===== config.mk =====
export PLATFORM = sky130hd
export DESIGN_NAME = iobase_relocator
export DESIGN_NICKNAME = d
export VERILOG_FILES = /design/src/rtl/reloc_pkg.sv /design/src/rtl/reloc_loader.sv /design/src/rtl/reloc_decode.sv /design/src/rtl/reloc_regs.sv /design/src/rtl/reloc_irq_steer.sv /design/src/rtl/iobase_relocator.sv
export SDC_FILE = /design/constraint.sdc
export NUM_CORES = 1
export LEC_CHECK = 0
export ABC_AREA = 0
export CAP_MARGIN = 10
export CORE_MARGIN = 5
export CORE_UTILIZATION = 44
export CTS_CLUSTER_DIAMETER = 30
export CTS_CLUSTER_SIZE = 14
export DETAILED_ROUTE_END_ITERATION = 7
export GPL_ROUTABILITY_DRIVEN = 1
export PLACE_DENSITY = 0.77
export REMOVE_ABC_BUFFERS = 1
export SLEW_MARGIN = 15
export SYNTH_ARGS = -nofsm -noshare
export SYNTH_HDL_FRONTEND = slang
export SYNTH_SLANG_ARGS = --single-unit

===== constraint.sdc =====
create_clock -name clk -period 3.75 [get_ports clk]
set_input_delay 1.125 -clock clk [delete_from_list [all_inputs] [get_ports clk]]
set_output_delay 1.125 -clock clk [all_outputs]
set_load 0.02 [all_outputs]

===== src/rtl/reloc_pkg.sv =====
package reloc_pkg;
    localparam int ADDR_W   = 10;
    localparam int CFG_W    = 8;
    localparam int IDX_W    = 3;
    localparam int WIN      = 32;
    localparam int OFF_W    = $clog2(WIN);
    localparam int IRQ_N    = 4;
    localparam int SIG_N    = 8;

    localparam logic [ADDR_W-1:0] BASE0  = 10'h260;
    localparam logic [ADDR_W-1:0] STRIDE = 10'h020;

    localparam logic [OFF_W-1:0] OFF_CTRL = 5'h0D;
    localparam logic [OFF_W-1:0] OFF_ADV  = 5'h12;
    localparam logic [OFF_W-1:0] OFF_CFG  = 5'h13;

    typedef enum logic [1:0] {LD_WAIT, LD_SHIFT, LD_READY} ld_state_t;
    typedef enum logic {MODE_LOCKED, MODE_COUNT} mode_t;

    function automatic logic [7:0] sig_byte(input logic [OFF_W-1:0] i);
        return 8'h30 + 8'h11 * {3'b000, i};
    endfunction
endpackage


===== src/rtl/reloc_loader.sv =====
module reloc_loader
    import reloc_pkg::*;
(
    input  logic             clk,
    input  logic             rst_n,
    input  logic             ee_shift,
    input  logic             ee_bit,
    output logic             load_fire,
    output logic [CFG_W-1:0] load_byte,
    output logic             load_done
);
    localparam int CNT_W = $clog2(CFG_W);

    ld_state_t        state, state_nx;
    logic [CFG_W-1:0] sreg;
    logic [CNT_W-1:0] bitcnt;
    logic             last_bit;

    assign last_bit = (bitcnt == CNT_W'(CFG_W - 1));

    always_comb begin
        state_nx = state;
        unique case (state)
            LD_WAIT:  if (ee_shift) state_nx = last_bit ? LD_READY : LD_SHIFT;
            LD_SHIFT: if (ee_shift && last_bit) state_nx = LD_READY;
            LD_READY: state_nx = LD_READY;
            default:  state_nx = LD_WAIT;
        endcase
    end

    always_ff @(posedge clk) begin
        if (!rst_n) begin
            state  <= LD_WAIT;
            sreg   <= '0;
            bitcnt <= '0;
        end else begin
            state <= state_nx;
            if (ee_shift && state != LD_READY) begin
                sreg   <= {sreg[CFG_W-2:0], ee_bit};
                bitcnt <= bitcnt + 1'b1;
            end
        end
    end

    always_comb begin
        load_fire = ee_shift && last_bit && (state != LD_READY);
        load_byte = {sreg[CFG_W-2:0], ee_bit};
        load_done = (state == LD_READY);
    end


    done_sticky_chk: assert property (@(posedge clk) disable iff (!rst_n)
        load_done |=> load_done);

    fire_once_chk: assert property (@(posedge clk) disable iff (!rst_n)
        load_fire |=> load_done);
endmodule


===== src/rtl/reloc_decode.sv =====
module reloc_decode
    import reloc_pkg::*;
(
    input  logic              clk,
    input  logic              rst_n,
    input  logic [ADDR_W-1:0] addr,
    input  logic              rd,
    input  logic              wr,
    input  logic              load_done,
    input  logic [IDX_W-1:0]  idx,
    output logic              hit,
    output logic [OFF_W-1:0]  offset
);
    logic [ADDR_W-1:0] base;
    logic [ADDR_W-1:0] delta;
    logic              in_win;

    always_comb begin
        base   = BASE0 + STRIDE * {{(ADDR_W-IDX_W){1'b0}}, idx};
        delta  = addr - base;
        in_win = (addr >= base) && (delta < ADDR_W'(WIN));
        offset = delta[OFF_W-1:0];
        hit    = load_done && (rd || wr) && in_win;
    end


    hit_needs_load_chk: assert property (@(posedge clk) disable iff (!rst_n)
        hit |-> load_done);

    hit_needs_strobe_chk: assert property (@(posedge clk) disable iff (!rst_n)
        hit |-> (rd || wr));
endmodule


===== src/rtl/reloc_regs.sv =====
module reloc_regs
    import reloc_pkg::*;
(
    input  logic             clk,
    input  logic             rst_n,
    input  logic             load_fire,
    input  logic [CFG_W-1:0] load_byte,
    input  logic             hit,
    input  logic             rd,
    input  logic             wr,
    input  logic [OFF_W-1:0] offset,
    input  logic [7:0]       wdata,
    output logic [CFG_W-1:0] cfg,
    output logic [7:0]       rdata
);
    mode_t mode;
    logic  rd_hit, wr_hit, advance;

    assign rd_hit  = hit && rd;
    assign wr_hit  = hit && wr && !rd;
    assign advance = rd_hit && (offset == OFF_ADV) && (mode == MODE_COUNT);

    always_ff @(posedge clk) begin
        if (!rst_n) begin
            mode <= MODE_LOCKED;
            cfg  <= '0;
        end else if (load_fire) begin
            mode <= MODE_COUNT;
            cfg  <= load_byte;
        end else begin
            if (advance)
                cfg[IDX_W-1:0] <= cfg[IDX_W-1:0] + 1'b1;
            if (wr_hit && offset == OFF_CTRL)
                mode <= wdata[7] ? MODE_COUNT : MODE_LOCKED;
        end
    end

    always_comb begin
        rdata = '0;
        if (rd_hit) begin
            if (offset < OFF_W'(SIG_N))
                rdata = sig_byte(offset);
            else if (offset == OFF_CTRL)
                rdata = {(mode == MODE_COUNT), 7'b0};
            else if (offset == OFF_ADV)
                rdata = {{(8-IDX_W){1'b0}}, cfg[IDX_W-1:0]};
            else if (offset == OFF_CFG)
                rdata = cfg;
        end
    end


    count_step_chk: assert property (@(posedge clk) disable iff (!rst_n)
        (advance && !load_fire) |=> cfg[IDX_W-1:0] == IDX_W'($past(cfg[IDX_W-1:0]) + 1'b1));

    locked_hold_chk: assert property (@(posedge clk) disable iff (!rst_n)
        (mode == MODE_LOCKED && !load_fire) |=> $stable(cfg));

    upper_hold_chk: assert property (@(posedge clk) disable iff (!rst_n)
        !load_fire |=> $stable(cfg[CFG_W-1:IDX_W]));
endmodule


===== src/rtl/reloc_irq_steer.sv =====
module reloc_irq_steer
    import reloc_pkg::*;
(
    input  logic             clk,
    input  logic             rst_n,
    input  logic             load_done,
    input  logic [1:0]       sel,
    input  logic             irq_req,
    output logic [IRQ_N-1:0] irq_out
);
    for (genvar g = 0; g < IRQ_N; g++) begin : g_line
        assign irq_out[g] = load_done && irq_req && (sel == 2'(g));
    end


    one_line_chk: assert property (@(posedge clk) disable iff (!rst_n)
        $onehot0(irq_out));

    quiet_line_chk: assert property (@(posedge clk) disable iff (!rst_n)
        !irq_req |-> irq_out == '0);
endmodule


===== src/rtl/iobase_relocator.sv =====
module iobase_relocator
    import reloc_pkg::*;
(
    input  logic             clk,
    input  logic             rst_n,
    input  logic             ee_shift,
    input  logic             ee_bit,
    input  logic [ADDR_W-1:0] addr,
    input  logic             rd,
    input  logic             wr,
    input  logic [7:0]       wdata,
    output logic [7:0]       rdata,
    output logic             hit,
    output logic             load_done,
    input  logic             irq_req,
    output logic [IRQ_N-1:0] irq_out
);
    logic             load_fire;
    logic [CFG_W-1:0] load_byte;
    logic [CFG_W-1:0] cfg;
    logic [OFF_W-1:0] offset;

    reloc_loader u_loader (
        .clk(clk), .rst_n(rst_n), .ee_shift(ee_shift), .ee_bit(ee_bit),
        .load_fire(load_fire), .load_byte(load_byte), .load_done(load_done)
    );

    reloc_decode u_decode (
        .clk(clk), .rst_n(rst_n), .addr(addr), .rd(rd), .wr(wr),
        .load_done(load_done), .idx(cfg[IDX_W-1:0]), .hit(hit), .offset(offset)
    );

    reloc_regs u_regs (
        .clk(clk), .rst_n(rst_n), .load_fire(load_fire), .load_byte(load_byte),
        .hit(hit), .rd(rd), .wr(wr), .offset(offset), .wdata(wdata),
        .cfg(cfg), .rdata(rdata)
    );

    reloc_irq_steer u_irq (
        .clk(clk), .rst_n(rst_n), .load_done(load_done), .sel(cfg[7:6]),
        .irq_req(irq_req), .irq_out(irq_out)
    );


    idle_bus_chk: assert property (@(posedge clk) disable iff (!rst_n)
        !(hit && rd) |-> rdata == 8'h00);
endmodule


After elaboration in Yosys (flattened, before gate mapping)
Index checks and enable logic that the tools add are counted.
{ "word_totals": {"regBits": 21, "elab_cells": 65, "inputBits": 25, "output_inout_bits": 14} }
{ "op_classes": {"add_sub_neg": 5, "order_cmp": 3, "multipliers": 1, "reduce_logical": 24, "n_eq_ne": 12, "muxes": 14} }
{ "ops": {"columns": ["cell", "count"], "rows": [
  ["two-way mux 8 bit", 5],
  ["logical AND 1 bit", 17],
  ["adder 10 x 8 -> 10 bit, first input constant", 1],
  ["== test 5 bit, second input constant", 2],
  [">= comparator 10 bit", 1],
  ["< comparator 10 x 6 -> 1 bit, second input constant", 1],
  ["subtractor 10 bit", 1],
  ["adder 6 x 8 -> 8 bit, first input constant", 1],
  ["multiplier 5 x 5 -> 8 bit, first input constant", 1],
  ["adder 3 x 1 -> 3 bit, second input constant", 2],
  ["== test 2 bit, second input constant", 3],
  ["two-way mux 2 bit", 3],
  ["two-way mux 3 bit", 2],
  ["one-hot mux 2 bit (3 select lines)", 1],
  ["== test 5 x 4 -> 1 bit, second input constant", 1],
  ["< comparator 5 x 4 -> 1 bit, second input constant", 1],
  ["== test 2 x 1 -> 1 bit, second input constant", 2],
  ["logical NOT 2 bit", 2],
  ["inequality test 2 bit, second input constant", 2],
  ["nonzero test 2 bit", 2],
  ["== test 3 bit, second input constant", 1],
  ["two-way mux 1 bit", 3],
  ["inequality test 2 x 1 -> 1 bit, second input constant", 1],
  ["AND reduction 2 bit", 1],
  ["other kinds (2)", 2]
]} }

Logic depth before layout (Yosys ltp)
{ "depth": {"depth_word": 10, "depth_mapped": 9, "depth_no_buf": 9} }

Hierarchy
Synthesis repeated with hierarchy kept, for this count alone.
{ "unflattened": {"cells_unflattened": 176, "area_unflattened_um2": 1517.7} }
{ "modules_own_cells": {"columns": ["mod", "area_per_inst_um2", "cells_per_inst", "seq_area_each_um2", "instances"], "rows": [
  ["reloc_regs", 676.9, 80, 180.2, 1],
  ["reloc_loader", 576.8, 66, 240.2, 1],
  ["reloc_decode", 219.0, 26, 0.0, 1],
  ["reloc_irq_steer", 45.0, 4, 0.0, 1]
]} }

Least setup slack after synthesis
Ideal clock, no wire load.
{ "synth_path": {"path_type": "input to output", "startpoint": "input addr[5]", "endpoint": "output rdata[7]", "n_path_buf": 0, "required_time_ps": 2625, "t_arrival_ps": 2893, "path_stages": 9, "setup_slack_ps": -268, "cell_sequence": "inv_1 -> ha_1 -> inv_1 -> fa_1 -> xor2_1 -> a31oi_2 -> and2_2 -> nand3_2 -> a31oi_1"} }
{ "synth_between": {"elab_chain_cells": 6, "elab_cells_between_ends": 7, "classes_between": "add/sub (1); order compare (2); mux (1); reduce/logical (3)"} }
{ "synth_rtl": {"columns": ["element", "line_no", "text"], "rows": [
  ["from (decl)", "iobase_relocator.sv:8", "input logic [ADDR_W-1:0] addr,"],
  ["subtractor 10 bit", "reloc_decode.sv:20", "delta = addr - base;"],
  ["< comparator 10 x 6 -> 1 bit", "reloc_decode.sv:21", "in_win = (addr >= base) && (delta < ADDR_W'(WIN));"],
  ["logical AND 1 bit (*)", "reloc_decode.sv:21", null],
  ["logical AND 1 bit (*)", "reloc_decode.sv:23", "hit = load_done && (rd || wr) && in_win;"],
  ["logical AND 1 bit (*)", "reloc_regs.sv:19", "assign rd_hit = hit && rd;"],
  ["two-way mux 8 bit (*)", "reloc_regs.sv:40", "if (rd_hit) begin"],
  ["to (decl)", "iobase_relocator.sv:12", "output logic [7:0] rdata,"]
]} }
Every way passes the cells marked *; elsewhere a longest branch is shown, timed or not.

Worst setup path after layout
Same ends and word-level chain as after synthesis.

==> flow_summary.json <==
{
  "critPathMaxStageDelay_ns": 0.41,
  "clock-sinks": 21,
  "worst_r2r_endpoint": "u_regs.mode",
  "p_clk_frac": 0.217,
  "postLayoutSetupSlackWorst_ns": -0.162,
  "fin_crit_sh": 1.04,
  "die_h_um": 67.9,
  "synth-main-ff-cell": "dfxtp_1",
  "diodes": 0,
  "fill_cells": 278,
  "regArea_um2": 420,
  "netlist_area_um2": 1480,
  "crit_start": "addr[5]",
  "cp_slowest_cell": "fa_2",
  "required_ns": 2.62,
  "p_leak_nw": 0.884,
  "final_common_cell": "buf_4",
  "crit_path_frequent_cell": "buf_6",
  "first_pass_iters": 4,
  "dp_cells": 285,
  "grt_pass1_vias": 1479,
  "critPathCaptureType": "primary output",
  "ys_warn_count": 0,
  "period_needed_ns": 3.91,
  "die_area_um2": 4610,
  "power.share.sequential": 0.475,
  "h-tree-depth": 1,
  "swShare": 0.309,
  "synth_edf_count": 0,
  "cts_tree": "yes",
  "wl_per_cell_um": 12.7,
  "clock_latency_ns": 0.31,
  "gp_congestion": 0.835,
  "drt-vias-per-instance": 5.07,
  "hold_path_class": "register to register",
  "ios": 39,
  "fin_nets": 290,
  "antenna_found_initial": 0,
  "die_x_um": 67.9,
  "critical_path.endpoint": "rdata[7]",
  "yosysSeqAreaShare": 0.285,
  "synthArstFlopShare": 0,
  "root_buffer": "clkbuf_4",
  "overflow": 0,
  "max_freq_mhz": 256,
  "reg2reg_depth": 10,
  "synth_top_cell_area_share": 0.285,
  "synth_area_leaders": "dfxtp_1 28%, ha_1 14%, nand2_1 8.9%",
  "p_comb_frac": 0.308,
  "synthCells": 185,
  "worstMarginPinSlew_ns": 0.505,
  "final_cell_mix": "37 x buf_4, 35 x nand2_1, 21 x dfxtp_1",
  "multiInputGateArea_um2": 1060,
  "wl_um": 3710,
  "stdcell_count": 292,
  "synth_cell_types": 48,
  "numCtsBuffers": 3,
  "violations": "negative setup slack",
  "reg2reg_from": "u_regs.cfg[0]",
  "cts_buffer_depth": 2,
  "ys_seq_elements": 21,
  "critical_path_arrival_ns": 2.79,
  "grt_pass1_wl_um": 6100,
  "tns_ns": -1.11,
  "p_int_w": 0.000351,
  "p_switching_w": 0.000157,
  "drt_iter0_drc": 91,
  "finalClockSkew_ns": 0.00290,
  "vdd_drop_max_v": 0.000190,
  "dp_hpwl_um": 2800,
  "maxSlewViolCount": 0,
  "slew_headroom": 0.661,
  "path_max_fanout": 8,
  "power_density_nw_per_um2": 236,
  "rsz0062_at_grt": "yes",
  "finalHoldViolations": 0,
  "cp_cell_sequence": "buf_6 > inv_4 > ha_4 > inv_2 > fa_2 > nand4b_1 > nor2_2 > and2_4 > nand3_4 > a31oi_4 > buf_6",
  "vias": 1480,
  "route.detailed.drc": 0,
  "num_rows": 21,
  "clk_pin_slew_ns": 0.12,
  "maxCapViolations": 0,
  "gr-usage-all-layers": 0.171,
  "core_region_area_um2": 3280,
  "numPortBuffers": 31,
  "syn2layout_area_growth_pct": 45.9,
  "syn_area_per_cell_um2": 7.98,
  "outcome": "finished with violations",
  "ff2ff_setup_slack_ns": 1.11,
  "path_class": "input pin to primary output",
  "initial_core_util": 0.450,
  "ant_nets": 0,
  "startpoint_type": "input pin",
  "setup_viol": 8,
  "grt_max_degree": 20,
  "yosys.area.top_type": "dfxtp_1",
  "final_layout_size_suffix_gt1_frac": 0.305
}
## state kept, by name, summed over array words and instances (netlist names)
register         count
u_loader.bitcnt      3
u_loader.sreg        7
u_loader.state       2
u_regs.cfg           8
u_regs.mode          1
## synthesized netlist by cell type, types with 2 or more instances
library cell	instances
nand2_1	35
dfxtp_1	21
a21oi_1	18
ha_1	17
nor2_1	13
inv_1	12
a22oi_1	6
a31oi_1	4
nand4_1	4
o21ai_0	3
o31ai_1	3
xor2_1	3
and2b_2	2
buf_1	2
clkbuf_1	2
inv_2	2
nand3_1	2
nand3_2	2
nand4b_1	2
nor2b_1	2
nor3_1	2
nor3b_1	2
## kinds of logic after synthesis
logic type                 after synthesis  share of synthesized area
buffers and inverters                   20                     0.0559
adders and majority gates               18                      0.158
and+or+nand+nor                         81                      0.299
xor gates and xnor gates                 4                     0.0237
DFF                                     21                      0.285
AOI/OAI and AO/OA                       41                      0.179
## metal layers
metal | vias up | share of wire | GRT usage
met5 | - | 0 | 0
met4 | 0 | 0.015 | 0.0670
met3 | 5 | 0.037 | 0.0197
met2 | 20 | 0.49 | 0.313
met1 | 680 | 0.45 | 0.200
li1 | 775 | - | -
## repair_timing
item | in CTS | in global routing
hold buffers | 0 | 0
pin swaps | 10 | 1
resized for setup | 74 | 9
setup endpoints to repair | 9 | 10
buffers inserted | 1 | 2
## final cells by class
class	count	share of cell area
flip-flops and latches	21	0.195
clock buffers	3	0.0105
inverters	15	0.0273
repair buffers	62	0.245
clock inverters	1	0.00232
multi-input cells	144	0.493
well taps	46	0.0267
## worst max-delay path, delay by kind of cell
kind / cells / cell delay (ns)
AOI/OAI and AO/OA: 1 / 0.17
and+or+nand+nor: 4 / 0.64
adders and majority gates: 2 / 0.56
buffers and inverters: 4 / 0.28
## power by group through the flow
stage	clock (W)	combinational [W]	sequential, W
floorplan	0	0.0000815	0.000244
global placement	0	0.000145	0.000246
detailed placement	0	0.000148	0.000246
CTS	0.000114	0.000154	0.000241
global route	0.000128	0.000175	0.000243
finish	0.000110	0.000156	0.000241
## how the worst min path moves through the flow
stage                     cells past startpoint       endpoint        startpoint
after floorplan                               2  u_regs.cfg[7]  u_loader.sreg[6]
after global placement                        2  u_regs.cfg[4]     u_regs.cfg[4]
after detailed placement                      2  u_regs.cfg[4]     u_regs.cfg[4]
after CTS                                     2  u_regs.cfg[4]     u_regs.cfg[4]
after global routing                          2  u_regs.cfg[7]  u_loader.sreg[6]
final                                         2  u_regs.cfg[4]     u_regs.cfg[4]
## per-stage QoR
step	power (W)	utilization	area [um^2]	worst slack [ns]	hold WS, ns
6_report	0.000508	0.656	2150	-0.162	0.465
5_1_grt	0.000546	0.656	2150	-0.234	0.491
4_1_cts	0.000509	0.638	2100	-0.118	0.467
3_5_place_dp	0.000395	0.618	2030	-1.14	0.450
3_3_place_gp	0.000390	0.618	2030	-1.10	0.446
2_1_floorplan	0.000326	-	1450	-0.268	0.432
Power figures use the tool's default switching activity.
